**src/rtl/scc_pkg.sv**
```systemverilog
package scc_pkg;

  typedef enum logic [2:0] {
    MODE_INT    = 3'd0,
    MODE_ENC_B  = 3'd1,
    MODE_ENC_A  = 3'd2,
    MODE_ENC_AB = 3'd3,
    MODE_RELOAD = 3'd4,
    MODE_GATE   = 3'd5,
    MODE_START  = 3'd6,
    MODE_EXTCLK = 3'd7
  } scc_mode_e;

  localparam logic [1:0] ADDR_CTRL   = 2'd0;
  localparam logic [1:0] ADDR_SLAVE  = 2'd1;
  localparam logic [1:0] ADDR_PRESET = 2'd2;
  localparam logic [1:0] ADDR_COUNT  = 2'd3;

  localparam int BIT_CEN     = 0;
  localparam int BIT_DIR     = 4;
  localparam int BIT_PRELOAD = 7;
  localparam int MODE_LSB    = 0;
  localparam int SEL_LSB     = 4;
  localparam int SEL_W       = 3;
  localparam int SEL_SLOTS   = 1 << SEL_W;

endpackage

```
**src/rtl/scc_in_sync.sv**
```systemverilog
module scc_in_sync #(
  parameter int W = 1
) (
  input  logic         clk,
  input  logic         rst_n,
  input  logic [W-1:0] async_in,
  output logic [W-1:0] lvl,
  output logic [W-1:0] tog
);
  for (genvar g = 0; g < W; g++) begin : g_bit
    logic [2:0] sh;
    always_ff @(posedge clk or negedge rst_n) begin
      if (!rst_n) sh <= '0;
      else        sh <= {sh[1:0], async_in[g]};
    end
    assign lvl[g] = sh[1];
    assign tog[g] = sh[1] ^ sh[2];
  end
endmodule

```
**src/rtl/scc_step_dec.sv**
```systemverilog
module scc_step_dec
  import scc_pkg::*;
(
  input  scc_mode_e mode,
  input  logic      cen,
  input  logic      dir,
  input  logic      trig_lvl,
  input  logic      trig_rise,
  input  logic      a_lvl,
  input  logic      b_lvl,
  input  logic      a_tog,
  input  logic      b_tog,
  output logic      step,
  output logic      step_dn,
  output logic      reload,
  output logic      start
);
  logic a_only, b_only;
  assign a_only = a_tog & ~b_tog;
  assign b_only = b_tog & ~a_tog;

  always_comb begin
    step    = 1'b0;
    step_dn = dir;
    reload  = 1'b0;
    start   = 1'b0;
    case (mode)
      MODE_INT:    step = cen;
      MODE_ENC_B: begin
        step    = cen & b_only;
        step_dn = a_lvl ^ b_lvl;
      end
      MODE_ENC_A: begin
        step    = cen & a_only;
        step_dn = ~(a_lvl ^ b_lvl);
      end
      MODE_ENC_AB: begin
        step    = cen & (a_only | b_only);
        step_dn = a_only ? ~(a_lvl ^ b_lvl) : (a_lvl ^ b_lvl);
      end
      MODE_RELOAD: begin
        reload = cen & trig_rise;
        step   = cen & ~trig_rise;
      end
      MODE_GATE:   step = cen & trig_lvl;
      MODE_START: begin
        step  = cen;
        start = ~cen & trig_rise;
      end
      MODE_EXTCLK: step = cen & trig_rise;
      default:     step = 1'b0;
    endcase
  end
endmodule

```
**src/rtl/scc_count_core.sv**
```systemverilog
module scc_count_core #(
  parameter int CNT_W = 16
) (
  input  logic             clk,
  input  logic             rst_n,
  input  logic             step,
  input  logic             step_dn,
  input  logic             reload,
  input  logic             reload_dn,
  input  logic             cnt_wr,
  input  logic             preset_wr,
  input  logic             preload,
  input  logic [CNT_W-1:0] wr_data,
  output logic [CNT_W-1:0] cnt,
  output logic [CNT_W-1:0] preset_buf,
  output logic [CNT_W-1:0] preset_act,
  output logic             upd_evt
);
  logic [CNT_W-1:0] wrap_val;
  logic             wrap_now;

  // value the active limit takes if a wrap happens on this edge
  assign wrap_val = preload ? preset_buf : (preset_wr ? wr_data : preset_act);
  assign wrap_now = !cnt_wr && !reload && step &&
                    (step_dn ? (cnt == '0) : (cnt == preset_act));

  always_ff @(posedge clk or negedge rst_n) begin
    if (!rst_n) begin
      cnt        <= '0;
      preset_buf <= '1;
      preset_act <= '1;
      upd_evt    <= 1'b0;
    end else begin
      upd_evt <= wrap_now;
      if (preset_wr) preset_buf <= wr_data;
      if (wrap_now)                    preset_act <= wrap_val;
      else if (preset_wr && !preload)  preset_act <= wr_data;
      if (cnt_wr)                      cnt <= wr_data;
      else if (reload)                 cnt <= reload_dn ? preset_act : '0;
      else if (wrap_now)               cnt <= step_dn ? wrap_val : '0;
      else if (step)                   cnt <= step_dn ? cnt - 1'b1 : cnt + 1'b1;
    end
  end
endmodule

```
**src/rtl/slave_cnt_ctrl.sv**
```systemverilog
module slave_cnt_ctrl
  import scc_pkg::*;
#(
  parameter int CNT_W = 16,  // at least 8
  parameter int NTRIG = 5    // at most 8
) (
  input  logic             clk,
  input  logic             rst_n,
  input  logic             wr_en,
  input  logic [1:0]       wr_addr,
  input  logic [CNT_W-1:0] wr_data,
  input  logic [1:0]       rd_addr,
  output logic [CNT_W-1:0] rd_data,
  input  logic [NTRIG-1:0] trig_in,
  input  logic             enc_a,
  input  logic             enc_b,
  output logic             upd_evt
);
  logic             cen_q, dir_q, preload_q;
  scc_mode_e        mode_q;
  logic [SEL_W-1:0] sel_q;

  logic [NTRIG-1:0]     t_lvl, t_tog;
  logic [SEL_SLOTS-1:0] lvl_pad, tog_pad;
  logic [1:0]           e_lvl, e_tog;
  logic                 trig_lvl, trig_rise;
  logic                 step, step_dn, reload, start;
  logic                 cnt_wr, preset_wr;
  logic [CNT_W-1:0]     cnt_q, preset_buf, preset_act;

  scc_in_sync #(.W(NTRIG)) u_trig_sync (
    .clk(clk), .rst_n(rst_n), .async_in(trig_in), .lvl(t_lvl), .tog(t_tog));

  scc_in_sync #(.W(2)) u_enc_sync (
    .clk(clk), .rst_n(rst_n), .async_in({enc_b, enc_a}), .lvl(e_lvl), .tog(e_tog));

  always_comb begin
    lvl_pad = '0;
    tog_pad = '0;
    lvl_pad[NTRIG-1:0] = t_lvl;
    tog_pad[NTRIG-1:0] = t_tog;
  end
  assign trig_lvl  = lvl_pad[sel_q];
  assign trig_rise = lvl_pad[sel_q] & tog_pad[sel_q];

  assign cnt_wr    = wr_en && (wr_addr == ADDR_COUNT);
  assign preset_wr = wr_en && (wr_addr == ADDR_PRESET);

  always_ff @(posedge clk or negedge rst_n) begin
    if (!rst_n) begin
      cen_q     <= 1'b0;
      dir_q     <= 1'b0;
      preload_q <= 1'b0;
      mode_q    <= MODE_INT;
      sel_q     <= '0;
    end else begin
      if (wr_en && wr_addr == ADDR_CTRL) begin
        cen_q     <= wr_data[BIT_CEN];
        dir_q     <= wr_data[BIT_DIR];
        preload_q <= wr_data[BIT_PRELOAD];
      end else if (start) begin
        cen_q <= 1'b1;
      end
      if (wr_en && wr_addr == ADDR_SLAVE) begin
        mode_q <= scc_mode_e'(wr_data[MODE_LSB +: 3]);
        sel_q  <= wr_data[SEL_LSB +: SEL_W];
      end
    end
  end

  scc_step_dec u_dec (
    .mode(mode_q), .cen(cen_q), .dir(dir_q),
    .trig_lvl(trig_lvl), .trig_rise(trig_rise),
    .a_lvl(e_lvl[0]), .b_lvl(e_lvl[1]), .a_tog(e_tog[0]), .b_tog(e_tog[1]),
    .step(step), .step_dn(step_dn), .reload(reload), .start(start));

  scc_count_core #(.CNT_W(CNT_W)) u_core (
    .clk(clk), .rst_n(rst_n),
    .step(step), .step_dn(step_dn), .reload(reload), .reload_dn(dir_q),
    .cnt_wr(cnt_wr), .preset_wr(preset_wr), .preload(preload_q),
    .wr_data(wr_data), .cnt(cnt_q), .preset_buf(preset_buf),
    .preset_act(preset_act), .upd_evt(upd_evt));

  always_comb begin
    rd_data = '0;
    case (rd_addr)
      ADDR_CTRL: begin
        rd_data[BIT_CEN]     = cen_q;
        rd_data[BIT_DIR]     = dir_q;
        rd_data[BIT_PRELOAD] = preload_q;
      end
      ADDR_SLAVE: begin
        rd_data[MODE_LSB +: 3]   = mode_q;
        rd_data[SEL_LSB +: SEL_W] = sel_q;
      end
      ADDR_PRESET: rd_data = preset_buf;
      default:     rd_data = cnt_q;
    endcase
  end
endmodule

```
**config.mk**
```make
export PLATFORM = sky130hd
export DESIGN_NAME = slave_cnt_ctrl
export DESIGN_NICKNAME = d
export VERILOG_FILES = /design/src/rtl/scc_pkg.sv /design/src/rtl/scc_in_sync.sv /design/src/rtl/scc_step_dec.sv /design/src/rtl/scc_count_core.sv /design/src/rtl/slave_cnt_ctrl.sv
export SDC_FILE = /design/constraint.sdc
export NUM_CORES = 1
export LEC_CHECK = 0
export ABC_CLOCK_PERIOD_IN_PS = 4400
export BUFFER_PORTS_ARGS = -buffer_cell sky130_fd_sc_hd__clkbuf_2
export CORE_UTILIZATION = 60
export DETAILED_ROUTE_END_ITERATION = 6
export PLACE_DENSITY = 0.79
export RECOVER_POWER = 100
export SLEW_MARGIN = 20
export SYNTH_ARGS = -nofsm -noshare
export SYNTH_HDL_FRONTEND = slang
export SYNTH_HIERARCHICAL = 1
export SYNTH_SLANG_ARGS = --single-unit
```
**constraint.sdc**
```tcl
create_clock -name clk -period 4.4 [get_ports clk]
set_input_delay 0.88 -clock clk [delete_from_list [all_inputs] [get_ports clk]]
set_output_delay 0.88 -clock clk [all_outputs]
set_load 0.01 [all_outputs]
```
==> flow_metrics.env, run 1 <==
export IMPL_syn_to_final_growth_pct=5.830
export IMPL_drtIter0Drc=459
export IMPL_grtUsageTotal_pct=31.00
export IMPL_preCtsSetupSlack_ps=311.0
export IMPL_ios=47
export IMPL_cap_viol_max_count=2
export IMPL_worstSetupStartpoint="sel_q[0]"
export IMPL_initial_core_util_pct=62.45
export IMPL_status="finished, violations left"
export IMPL_synth_xor_area_share_pct=5.601
export IMPL_synth_compound_gate_area_share_pct=20.35
export IMPL_violations="capacitance limit, slew limit"
export IMPL_timing_final_ws_setup_ps=305.0
export IMPL_worst_hold_startpoint="u_trig_sync/g_bit[1].sh[0]"
export IMPL_wl_per_cell_um=20.54
export IMPL_yosysSeqAreaShare_pct=36.85
export IMPL_die_area_um2=9507
export IMPL_critical_path_max_fanout=18
export IMPL_worstPathArrival_ps=4350
export IMPL_route_vias_total=4646
export IMPL_core_um2=8763
export IMPL_placed_area_um2=5673
export IMPL_hold_slack_ps=354.5
export IMPL_drc_errors=0
export IMPL_hold_buffers=0
export IMPL_synth_enable_flop_cells=0
export IMPL_synth_adder_area_share_pct=4.024
export IMPL_post_placement_cell_count=690
export IMPL_cts_sink_count=79
export IMPL_timing_hold_violations_final=0
export IMPL_synthesis_nets=614
export IMPL_postSynthAreaPerCell_um2=9.652
export IMPL_multiInputGateArea_um2=3146
export IMPL_fin_crit_ps=4095
export IMPL_cp_data_required_time_ps=4660
export IMPL_period_share_pct=93.07
export IMPL_timing_setup_tns_ps=0
export IMPL_synth_warnings=6
export IMPL_final_setup_skew_ps=16.49
export IMPL_worst_setup_path_type="register to register"
export IMPL_finalWirelength_mm=14.50
export IMPL_cts_tree="done"
export IMPL_post_drt_via_cell_ratio=6.581
export IMPL_layout_cells_most_common="sky130_fd_sc_hd__o21ai_0"
export IMPL_syn_inst=567
export IMPL_start_kind="register"
export IMPL_ff_latch_area_um2=2017
export IMPL_clock_tree_root_cell="sky130_fd_sc_hd__clkbuf_8"
export IMPL_gp_routability_congestion=0.9541
export IMPL_num_rows=34
export IMPL_clock_path_buffers=2
export IMPL_p_int_mw=1.938
export IMPL_dp_hpwl_mm=10.39
export IMPL_netlist_area_um2=5473
export IMPL_layout_common_cells="sky130_fd_sc_hd__o21ai_0 (50), sky130_fd_sc_hd__nand2_1 (48), sky130_fd_sc_hd__dfrtp_1 (47)"
export IMPL_timing_max_slew_rel_slack_pct=-50.50
export IMPL_worstSetupEndpointType="register"
export IMPL_asyncSetResetFlopFracSynth_pct=100.0
export IMPL_grt_setup_unrepaired="no"
export IMPL_setup_viol_count_final=0
export IMPL_grt_ovfl_total=0
export IMPL_grt_max_degree=80
export IMPL_n_antenna_cell=0
export IMPL_proportion_of_power_drawn_by_the_clock_network_pct=14.9
export IMPL_synth_mux_area_fraction_pct=12.09
export IMPL_fraction_of_layout_cells_with_a_size_suffix_above_1_pct=21.24
export IMPL_sequentialPowerShare_pct=34.7
export IMPL_worstReg2RegStart="sel_q[0]"
export IMPL_clk_insertion_delay_late_ps=360
export IMPL_final_net_count=640
export IMPL_synth_top_family_by_area="compound AO/OA/AOI/OAI gates"
export IMPL_switching_fraction_pct=45.54
export IMPL_die_width_um=97.51
export IMPL_clk_pin_slew_ps=100
export IMPL_cts_setup_buffers=0
export IMPL_power_leakage_nw=2.367
export IMPL_initial_antenna_violation_count=1
export IMPL_fillerInstances=724
export IMPL_p_sw_mw=1.621
export IMPL_drt_antenna_violating_nets=0
export IMPL_drtPass1Iterations=5
export IMPL_cts_made_buffers=9
export IMPL_dieHeight_um=97.51
export IMPL_postCtsResizedCells=0
export IMPL_ctsHtreeMaxLevel=3
export IMPL_grt_pass1_vias=4410
export IMPL_worst_hold_path_type="register to register"
export IMPL_placement_io_buffers=46
export IMPL_critical_path_max_stage_delay_ps=780
export IMPL_post_synthesis_register_bit_count=79
export IMPL_cp_cell_instances="mux2_1 -> a21oi_1 -> o311ai_2 -> nor2b_1 -> a21oi_1 -> o311ai_1 -> o21ai_0 -> nand2_1 -> nor3_1 -> buf_4 -> a21oi_1 -> o21ai_0 -> o21ai_0 -> a211oi_1"
export IMPL_vdd_ir_drop_worst_uv=302.4
export IMPL_tightest_pin_transition_ps=2249
export IMPL_slowest_stage="sky130_fd_sc_hd__o21ai_0"
export IMPL_fmaxAchievable_mhz=244.2
export IMPL_report_final_slew_viol_count=104
export IMPL_instances_no_fill=706
export IMPL_design_area_um2=5792
export IMPL_synth_unique_cells=69
export IMPL_first_pass_grt_wire_length_mm=23.00
export IMPL_synth_flop_cell="sky130_fd_sc_hd__dfrtp_1"
export IMPL_comb_power_share_pct=50.4
export IMPL_synth_simple_area_share_pct=15.96
export IMPL_power_density_nw_per_um2=614.4
-- layout make-up --
cell class                 instances  area share [%]
clock buffer                       9           2.139
clock inverter                     7           1.059
inverter                          12          0.7777
multi-input combinational        437           54.31
sequential                        79           34.82
tap                              108           2.333
timing repair buffer              54           4.558
-- synth_stat cells (2+ instances only) --
| master | n | area, µm² |
|---|---|---|
| sky130_fd_sc_hd__nand2_1 | 48 | 180.2 |
| sky130_fd_sc_hd__a211oi_1 | 8 | 60.06 |
| sky130_fd_sc_hd__o21ai_1 | 9 | 45.04 |
| sky130_fd_sc_hd__xor2_1 | 16 | 140.1 |
| sky130_fd_sc_hd__xnor2_1 | 19 | 166.4 |
| sky130_fd_sc_hd__dfstp_2 | 32 | 840.8 |
| sky130_fd_sc_hd__o211ai_1 | 2 | 15.01 |
| sky130_fd_sc_hd__o21a_1 | 4 | 30.03 |
| sky130_fd_sc_hd__buf_4 | 10 | 75.07 |
| sky130_fd_sc_hd__dfrtp_1 | 47 | 1176 |
| sky130_fd_sc_hd__inv_1 | 12 | 45.04 |
| sky130_fd_sc_hd__nor3_1 | 4 | 20.02 |
| sky130_fd_sc_hd__ha_1 | 16 | 200.2 |
| sky130_fd_sc_hd__a21oi_1 | 41 | 205.2 |
| sky130_fd_sc_hd__a211o_1 | 4 | 35.03 |
| sky130_fd_sc_hd__clkbuf_1 | 16 | 60.06 |
| sky130_fd_sc_hd__nor4_1 | 2 | 12.51 |
| sky130_fd_sc_hd__a22o_1 | 10 | 87.58 |
| sky130_fd_sc_hd__nand3b_1 | 5 | 37.54 |
| sky130_fd_sc_hd__or3_1 | 3 | 18.77 |
| sky130_fd_sc_hd__o221a_1 | 11 | 123.9 |
| sky130_fd_sc_hd__nand2b_1 | 17 | 106.4 |
| sky130_fd_sc_hd__buf_2 | 4 | 20.02 |
| sky130_fd_sc_hd__nand3_1 | 4 | 20.02 |
| sky130_fd_sc_hd__o21ai_0 | 45 | 225.2 |
| sky130_fd_sc_hd__buf_6 | 6 | 67.56 |
| sky130_fd_sc_hd__o21bai_1 | 2 | 15.01 |
| sky130_fd_sc_hd__a21o_1 | 7 | 52.55 |
| sky130_fd_sc_hd__mux2i_1 | 26 | 260.3 |
| sky130_fd_sc_hd__o221a_2 | 5 | 56.30 |
| sky130_fd_sc_hd__a221oi_1 | 7 | 61.31 |
| sky130_fd_sc_hd__mux2_2 | 29 | 326.6 |
| sky130_fd_sc_hd__nor3b_1 | 3 | 22.52 |
| sky130_fd_sc_hd__or4_1 | 3 | 22.52 |
| sky130_fd_sc_hd__buf_1 | 2 | 7.510 |
| sky130_fd_sc_hd__and3_1 | 3 | 18.77 |
| sky130_fd_sc_hd__nor2_1 | 33 | 123.9 |
| sky130_fd_sc_hd__nor2b_1 | 15 | 93.84 |
| sky130_fd_sc_hd__nand4_1 | 7 | 43.79 |
-- state kept, by name, indices dropped and copies added, names as in the netlist --
signal and flops:
preload_q 1, u_core/preset_buf 16, mode_q 3, u_enc_sync/g_bit.sh 6
u_core/preset_act 16, u_trig_sync/g_bit.sh 15, u_core/cnt 16, cen_q 1
sel_q 3, u_core/upd_evt 1, dir_q 1
-- kinds of logic after synthesis --
kind of cell | after synthesis
mux | 59
simple gates | 161
compound gates | 165
flops | 79
buf+inv | 51
fa+ha+maj | 17
xor+xnor | 35
-- layer usage --
metal | track usage [%] | wire [µm] | up-vias
met5 | 0 | 16 | -
met4 | 10.18 | 226 | 2
met3 | 5.755 | 1086 | 27
met2 | 49.70 | 6907 | 199
met1 | 42.50 | 6265 | 2292
li1 | - | - | 2126
-- critical path: cells and delay by family (launching register included) --
family | cells | cell delay (ps)
AO/OA/AOI/OAI | 9 | 2010
buffers and inverters | 1 | 330
flip-flops | 1 | 510
multiplexers | 1 | 370
AND/OR/NAND/NOR | 3 | 770
-- final timing paths --
path                                              end  slack, ps  cells after the start
max in group asynchronous              u_core/cnt[15]       2190                      1
min                        u_trig_sync/g_bit[1].sh[1]        350                      0
max                                    u_core/cnt[15]        310                     14
max reg2reg                            u_core/cnt[15]        310                     14
min reg2reg                u_trig_sync/g_bit[1].sh[1]        350                      0
min in group asynchronous  u_trig_sync/g_bit[3].sh[0]       1050                      1
-- power by group through the flow --
stage | Clock, mW | Combinational, mW | Sequential (mW)
2_1_floorplan | 0 | 1.36 | 1.12
3_3_place_gp | 0 | 1.72 | 1.23
3_5_place_dp | 0 | 1.76 | 1.24
4_1_cts | 0.533 | 1.78 | 1.23
5_1_grt | 0.558 | 1.95 | 1.26
6_report | 0.529 | 1.80 | 1.23
-- per-stage QoR --
stage | util [%] | power (mW)
6_report | 66.09 | 3.559
2_1_floorplan | - | 2.482
5_1_grt | 66.09 | 3.769
3_5_place_dp | 64.73 | 3.000
4_1_cts | 66.85 | 3.542
3_3_place_gp | 64.73 | 2.952
(Power assumes the default switching activity.)
==> inputs of run 2 (changes only) <==
--- a/config.mk
+++ b/config.mk
@@ -5,6 +5,7 @@
 export SDC_FILE = /design/constraint.sdc
 export NUM_CORES = 1
 export LEC_CHECK = 0
+export ABC_AREA = 1
 export ABC_CLOCK_PERIOD_IN_PS = 4400
 export BUFFER_PORTS_ARGS = -buffer_cell sky130_fd_sc_hd__clkbuf_2
 export CORE_UTILIZATION = 60
==> run 2 against run 1 <==
Net effect:
- the flow still finishes with violations (capacitance limit, slew limit)
- hold slack worse by 1.3 ps
- first-iteration DRC count rose by 3.7%
- clock power grew 22%
- via count increased by 22%
- total power up 12%
- flip-flop and latch count did not move
- combinational power increased by 14%
- sequential share of layout area fell by 1.5 points
- final cell count grew 42%
- critical path type unchanged
- largest power group unchanged
==> flow_metrics.env, run 2 <==
export IMPL_status="finished, violations left"
export IMPL_violations="capacitance limit, slew limit"
export IMPL_ctsHtreeMaxLevel=3
export IMPL_synth_flop_cell="sky130_fd_sc_hd__dfrtp_1"
export IMPL_clock_tree_root_cell="sky130_fd_sc_hd__clkbuf_8"
export IMPL_reg2regPathDepth=16
export IMPL_dieHeight_um=99.54
export IMPL_initial_core_util_pct=61.77
export IMPL_drtPass1Iterations=5
export IMPL_largestRegisters="u_core/cnt: 16 flops, u_core/preset_act: 16 flops, u_core/preset_buf: 16 flops"
export IMPL_postSynthAreaPerCell_um2=6.836
export IMPL_critical_path_max_stage_delay_ps=640
export IMPL_cts_setup_buffers=0
export IMPL_setup_viol_count_final=0
export IMPL_final_net_count=914
export IMPL_ios=47
export IMPL_start_kind="register"
export IMPL_timing_hold_violations_final=0
export IMPL_n_antenna_cell=0
export IMPL_tightest_pin_transition_ps=1981
export IMPL_die_area_um2=9907
export IMPL_drc_errors=0
export IMPL_dp_hpwl_mm=11.07
export IMPL_finalWirelength_mm=15.67
export IMPL_grt_max_degree=80
export IMPL_postCtsResizedCells=0
export IMPL_vdd_ir_drop_worst_uv=332.3
export IMPL_cp_cell_instances="inv_1 -> nand2_1 -> nand2_1 -> inv_1 -> ha_1 -> nand3b_1 -> nand3_1 -> nand4_1 -> clkbuf_1 -> inv_1 -> nand2_1 -> nand2_2 -> inv_1 -> o21ai_0 -> nand2_1 -> o21ai_0"
export IMPL_period_share_pct=86.33
export IMPL_worst_hold_startpoint="u_trig_sync/g_bit[3].sh[0]"
export IMPL_clk_insertion_delay_late_ps=360
export IMPL_route_vias_total=5678
export IMPL_power_density_nw_per_um2=656.3
export IMPL_asyncSetResetFlopFracSynth_pct=100.0
export IMPL_synth_unique_cells=45
export IMPL_initial_antenna_violation_count=0
export IMPL_layout_common_cells="sky130_fd_sc_hd__nand2_1 (309), sky130_fd_sc_hd__inv_1 (119), sky130_fd_sc_hd__nor2_1 (62)"
export IMPL_worstHoldPathCells=0
export IMPL_yosys_top_cells_count="sky130_fd_sc_hd__nand2_1 (308), sky130_fd_sc_hd__inv_1 (118), sky130_fd_sc_hd__nor2_1 (62)"
export IMPL_post_synthesis_register_bit_count=79
export IMPL_whs_endpoint="u_trig_sync/g_bit[3].sh[1]"
export IMPL_drt_antenna_violating_nets=0
export IMPL_worst_setup_path_type="register to register"
export IMPL_fraction_of_layout_cells_with_a_size_suffix_above_1_pct=11.12
export IMPL_core_um2=9240
export IMPL_synth_warnings=6
export IMPL_drtIter0Drc=476
export IMPL_layout_cells_most_common="sky130_fd_sc_hd__nand2_1"
export IMPL_hold_slack_ps=353.2
export IMPL_cap_viol_max_count=1
export IMPL_r2r_slack_ps=600
export IMPL_critical_path_max_fanout=44
export IMPL_fin_crit_ps=3799
export IMPL_worstReg2RegStart="u_enc_sync/g_bit[1].sh[1]"
export IMPL_timing_max_slew_rel_slack_pct=-32.05
export IMPL_clock_path_buffers=2
export IMPL_gp_routability_congestion=0.9629
export IMPL_worstSetupStartpoint="u_enc_sync/g_bit[1].sh[1]"
export IMPL_syn_inst=835
export IMPL_clk_pin_slew_ps=100
export IMPL_yosysSeqAreaShare_pct=35.34
export IMPL_fmaxAchievable_mhz=263.3
export IMPL_placement_io_buffers=46
export IMPL_hold_buffers=0
export IMPL_worst_hold_path_type="register to register"
export IMPL_netlist_area_um2=5708
export IMPL_cts_tree="done"
export IMPL_final_setup_skew_ps=21.18
export IMPL_wl_per_cell_um=15.65
export IMPL_first_pass_grt_wire_length_mm=25.54
export IMPL_worstPathArrival_ps=4070
export IMPL_cp_data_required_time_ps=4670
export IMPL_report_final_slew_viol_count=80
export IMPL_grt_setup_unrepaired="no"
export IMPL_num_rows=35
export IMPL_slowest_stage="sky130_fd_sc_hd__nand2_2"
export IMPL_grt_pass1_vias=5272
export IMPL_syn_to_final_growth_pct=6.160
export IMPL_synth_area_leaders="sky130_fd_sc_hd__dfrtp_1 (21%), sky130_fd_sc_hd__nand2_1 (20%), sky130_fd_sc_hd__dfstp_2 (15%)"
export IMPL_grt_ovfl_total=0
export IMPL_yosys_area_top_type_share_pct=20.60
export IMPL_power_leakage_nw=3.265
export IMPL_die_width_um=99.54
export IMPL_post_drt_via_cell_ratio=5.672
export IMPL_synth_most_common_cell="sky130_fd_sc_hd__nand2_1"
export IMPL_grtUsageTotal_pct=33.10
export IMPL_timing_setup_tns_ps=0
export IMPL_worstSetupEndpointType="register"
export IMPL_synthesis_nets=882
export IMPL_synth_top_cell_by_area="sky130_fd_sc_hd__dfrtp_1"
export IMPL_cts_sink_count=79
export IMPL_r2r_end="u_core/cnt[7]"
export IMPL_cts_made_buffers=9
export IMPL_synth_enable_flop_cells=0
-- run 2: report_power, final --
part           leakage (nW)  internal, mW  total (mW)  switching [mW]
registers             0.890          1.00        1.27           0.266
clock network         0.119         0.344       0.645           0.301
logic                  2.26         0.758        2.06            1.31
-- run 2: final cells by class --
class                      instances  area (µm²)
clock buffer                      10       137.6
clock inverter                     6       97.59
fill                             864        3181
inverter                         128       480.5
multi-input combinational        597        2922
sequential                        79        2017
tap                              129       161.4
timing repair buffer              52       244.0
-- run 2: worst max path at each step --
stage / end / slack [ps] / depth (start not counted)
floorplan: u_core/cnt[8] / 1210 / 18
global placement: u_core/cnt[14] / 1040 / 22
detailed placement: u_core/cnt[8] / 830 / 18
CTS: u_core/cnt[8] / 800 / 18
global route: u_core/cnt[0] / 350 / 16
finish: u_core/cnt[7] / 600 / 16
-- run 2: worst max-delay path, delay by kind of cell (launching register included) --
kind / cells / cell delay, ps
and+or+nand+nor: 8 / 1770
buffers and inverters: 5 / 970
DFF: 1 / 440
AOI/OAI and AO/OA: 2 / 310
adders and majority gates: 1 / 220
-- run 2: logic make-up after synthesis --
logic type	after synthesis	share of synthesized area, %
and+or+nand+nor	430	31.06
adders and majority gates	17	3.858
AOI/OAI and AO/OA	139	15.39
xor gates and xnor gates	9	1.381
muxes	2	0.5261
DFF	79	35.34
buffers and inverters	159	12.45
-- run 2: per-layer routing --
| metal | GRT usage (%) | up-vias | share of wire (%) | wire (µm) |
|---|---|---|---|---|
| met5 | 0 | - | 0 | 0 |
| met4 | 8.824 | 0 | 1.4 | 227 |
| met3 | 6.254 | 34 | 9.5 | 1489 |
| met2 | 52.08 | 275 | 44 | 6948 |
| met1 | 46.94 | 2643 | 45 | 7004 |
| li1 | - | 2726 | - | - |
-- run 2: per-stage QoR --
step	power (mW)	area [µm²]	setup WS, ps	util (%)	instances
floorplan	2.809	5708	1214	-	835
global placement	3.271	5922	1035	64.09	985
detailed placement	3.317	5922	830.4	64.09	985
CTS	3.980	6157	797.1	66.64	1001
global route	4.319	6060	354.6	65.58	1001
finish	3.977	6060	601.3	65.58	1001
==> inputs of run 3 (changes only) <==
--- a/config.mk
+++ b/config.mk
@@ -8,9 +8,9 @@
 export ABC_AREA = 1
 export ABC_CLOCK_PERIOD_IN_PS = 4400
 export BUFFER_PORTS_ARGS = -buffer_cell sky130_fd_sc_hd__clkbuf_2
-export CORE_UTILIZATION = 60
+export CORE_UTILIZATION = 45
 export DETAILED_ROUTE_END_ITERATION = 6
-export PLACE_DENSITY = 0.79
+export PLACE_DENSITY = 0.62
 export RECOVER_POWER = 100
 export SLEW_MARGIN = 20
 export SYNTH_ARGS = -nofsm -noshare
==> run 3 against run 2 <==
Net effect:
- the flow still finishes with violations (capacitance limit, slew limit)
- total power is 4.0% higher
- global-route usage decreased by 6.5 points
- final area up 1.8%
- core utilization decreased by 15 points
- hold slack got worse by 3.8 ps
==> flow_metrics.env, run 3 (synthesized netlist as in run 2, its figures left out) <==
export IMPL_cts_tree="done"
export IMPL_first_pass_grt_wire_length_mm=26.50
export IMPL_violations="capacitance limit, slew limit"
export IMPL_grt_max_degree=80
export IMPL_largestRegisters="u_core/cnt: 16 flops, u_core/preset_act: 16 flops, u_core/preset_buf: 16 flops"
export IMPL_crit_top_cell="sky130_fd_sc_hd__inv_1"
export IMPL_switching_fraction_pct=45.89
export IMPL_initial_antenna_violation_count=0
export IMPL_slowest_stage="sky130_fd_sc_hd__nand2_2"
export IMPL_proportion_of_power_drawn_by_the_clock_network_pct=19.1
export IMPL_ctsHtreeMaxLevel=3
export IMPL_worstReg2RegStart="sel_q[0]"
export IMPL_dieHeight_um=114.6
export IMPL_cp_data_required_time_ps=4650
export IMPL_worstPathArrival_ps=3960
export IMPL_num_rows=40
export IMPL_final_core_util_pct=50.51
export IMPL_tightest_pin_transition_ps=1992
export IMPL_clock_tree_root_cell="sky130_fd_sc_hd__clkbuf_16"
export IMPL_critical_path_max_stage_delay_ps=610
export IMPL_cts_sink_count=79
export IMPL_comb_power_share_pct=50.1
export IMPL_drc_errors=0
export IMPL_start_kind="register"
export IMPL_grt_pass1_vias=5278
export IMPL_dp_hpwl_mm=11.58
export IMPL_drtPass1Iterations=6
export IMPL_critical_path_max_fanout=44
export IMPL_final_setup_skew_ps=7.197
export IMPL_worst_setup_path_type="register to register"
export IMPL_sequentialPowerShare_pct=30.8
export IMPL_cts_setup_buffers=0
export IMPL_p_sw_mw=1.897
export IMPL_worst_hold_path_type="register to register"
export IMPL_route_vias_total=5587
export IMPL_grt_setup_unrepaired="no"
export IMPL_ios=47
export IMPL_power_leakage_nw=3.284
export IMPL_grt_ovfl_total=0
export IMPL_worst_hold_startpoint="u_trig_sync/g_bit[1].sh[0]"
export IMPL_timing_hold_violations_final=0
export IMPL_r2r_end="u_core/cnt[2]"
export IMPL_core_um2=12210
export IMPL_status="finished, violations left"
export IMPL_cp_cell_instances="inv_1 -> nand2_1 -> nand3_1 -> nand3_1 -> nand2_1 -> nand2_1 -> inv_1 -> inv_1 -> nor3_1 -> inv_1 -> nand2_2 -> nor2_1 -> inv_1 -> a21oi_4 -> nand2_2 -> inv_2 -> o21ai_0 -> nand2_1 -> o21ai_0"
export IMPL_r2r_slack_ps=690
export IMPL_whs_endpoint="u_trig_sync/g_bit[1].sh[1]"
export IMPL_report_final_slew_viol_count=80
export IMPL_timing_setup_tns_ps=0
export IMPL_clk_insertion_delay_late_ps=340
export IMPL_final_net_count=912
export IMPL_gp_routability_congestion=0.8850
export IMPL_die_area_um2=13140
export IMPL_n_antenna_cell=0
export IMPL_drt_antenna_violating_nets=0
export IMPL_drtIter0Drc=440
export IMPL_timing_max_slew_rel_slack_pct=-32.83
export IMPL_post_drt_via_cell_ratio=5.382
export IMPL_layout_common_cells="sky130_fd_sc_hd__nand2_1 (308), sky130_fd_sc_hd__inv_1 (118), sky130_fd_sc_hd__nor2_1 (63)"
export IMPL_syn_to_final_growth_pct=8.067
export IMPL_worstHoldPathCells=0
export IMPL_setup_viol_count_final=0
export IMPL_finalWirelength_mm=16.59
export IMPL_postCtsResizedCells=0
export IMPL_layout_cells_most_common="sky130_fd_sc_hd__nand2_1"
export IMPL_initial_core_util_pct=46.74
export IMPL_cap_viol_max_count=1
export IMPL_fin_crit_ps=3712
export IMPL_cp_num_buf_inv=6
export IMPL_power_density_nw_per_um2=670.2
export IMPL_cts_made_buffers=9
export IMPL_fmaxAchievable_mhz=269.4
export IMPL_period_share_pct=84.37
export IMPL_die_width_um=114.6
export IMPL_worst_path_dominant_cell_family="simple AND/OR/NAND/NOR gates"
export IMPL_grtUsageTotal_pct=26.58
export IMPL_worstSetupEndpointType="register"
export IMPL_p_int_mw=2.237
export IMPL_placement_io_buffers=46
export IMPL_hold_buffers=0
export IMPL_vdd_ir_drop_worst_uv=352.7
export IMPL_clk_pin_slew_ps=60
export IMPL_reg2regPathDepth=19
export IMPL_wl_per_cell_um=15.98
export IMPL_fraction_of_layout_cells_with_a_size_suffix_above_1_pct=10.92
export IMPL_clock_path_buffers=2
## run 3: changes by cell type in the layout (fill, tap and decap cells not counted), sizes merged
cell and change:
inv -2, bufinv -1, clkinvlp +1, buf -1, clkinv +1
## run 3: worst max path at each step
stage                                          start            end  slack, ps  cells after the start
after detailed placement                  wr_addr[0]  u_core/cnt[6]        910                     13
after floorplan            u_enc_sync/g_bit[1].sh[1]  u_core/cnt[8]       1210                     18
after CTS                                   sel_q[0]  u_core/cnt[2]       1020                     19
after global placement                    wr_addr[0]  u_core/cnt[3]        980                     13
after global routing      u_trig_sync/g_bit[1].sh[1]  u_core/cnt[2]        430                     23
final                                       sel_q[0]  u_core/cnt[2]        690                     19
## run 3: cell type report
class,instances,area [µm²]
sequential,79,2017
fill,1285,6043
multi-input combinational,597,2912
inverter,128,480.5
clock buffer,11,252.7
clock inverter,5,63.81
timing repair buffer,50,232.7
tap,168,210.2
## run 3: power by group through the flow
stage	logic (mW)	registers [mW]	clock network (mW)
final	2.07	1.27	0.789
after floorplan	1.64	1.17	0
after CTS	2.10	1.27	0.806
after global placement	2.05	1.28	0
after global routing	2.36	1.30	0.833
after detailed placement	2.08	1.28	0
## run 3: stage by stage
stage               area, µm²  hold slack [ps]  setup WS [ps]  cells  total power, mW
floorplan                5708            331.2           1214    835            2.809
global placement         5956            332.1          983.7   1022            3.323
detailed placement       5956            338.1          913.9   1022            3.366
CTS                      6272            352.0           1018   1038            4.179
global route             6168            354.8          428.0   1038            4.490
finish                   6168            349.4          687.9   1038            4.134
## run 3: per-layer routing
layer,share of wire (%),global-route usage (%),up-vias,routed length [µm]
met1,46,35.02,2622,7680
li1,-,-,2731,-
met2,46,44.12,203,7659
met4,2.4,9.957,0,399
met5,0,0,-,0
met3,5.1,4.023,31,848
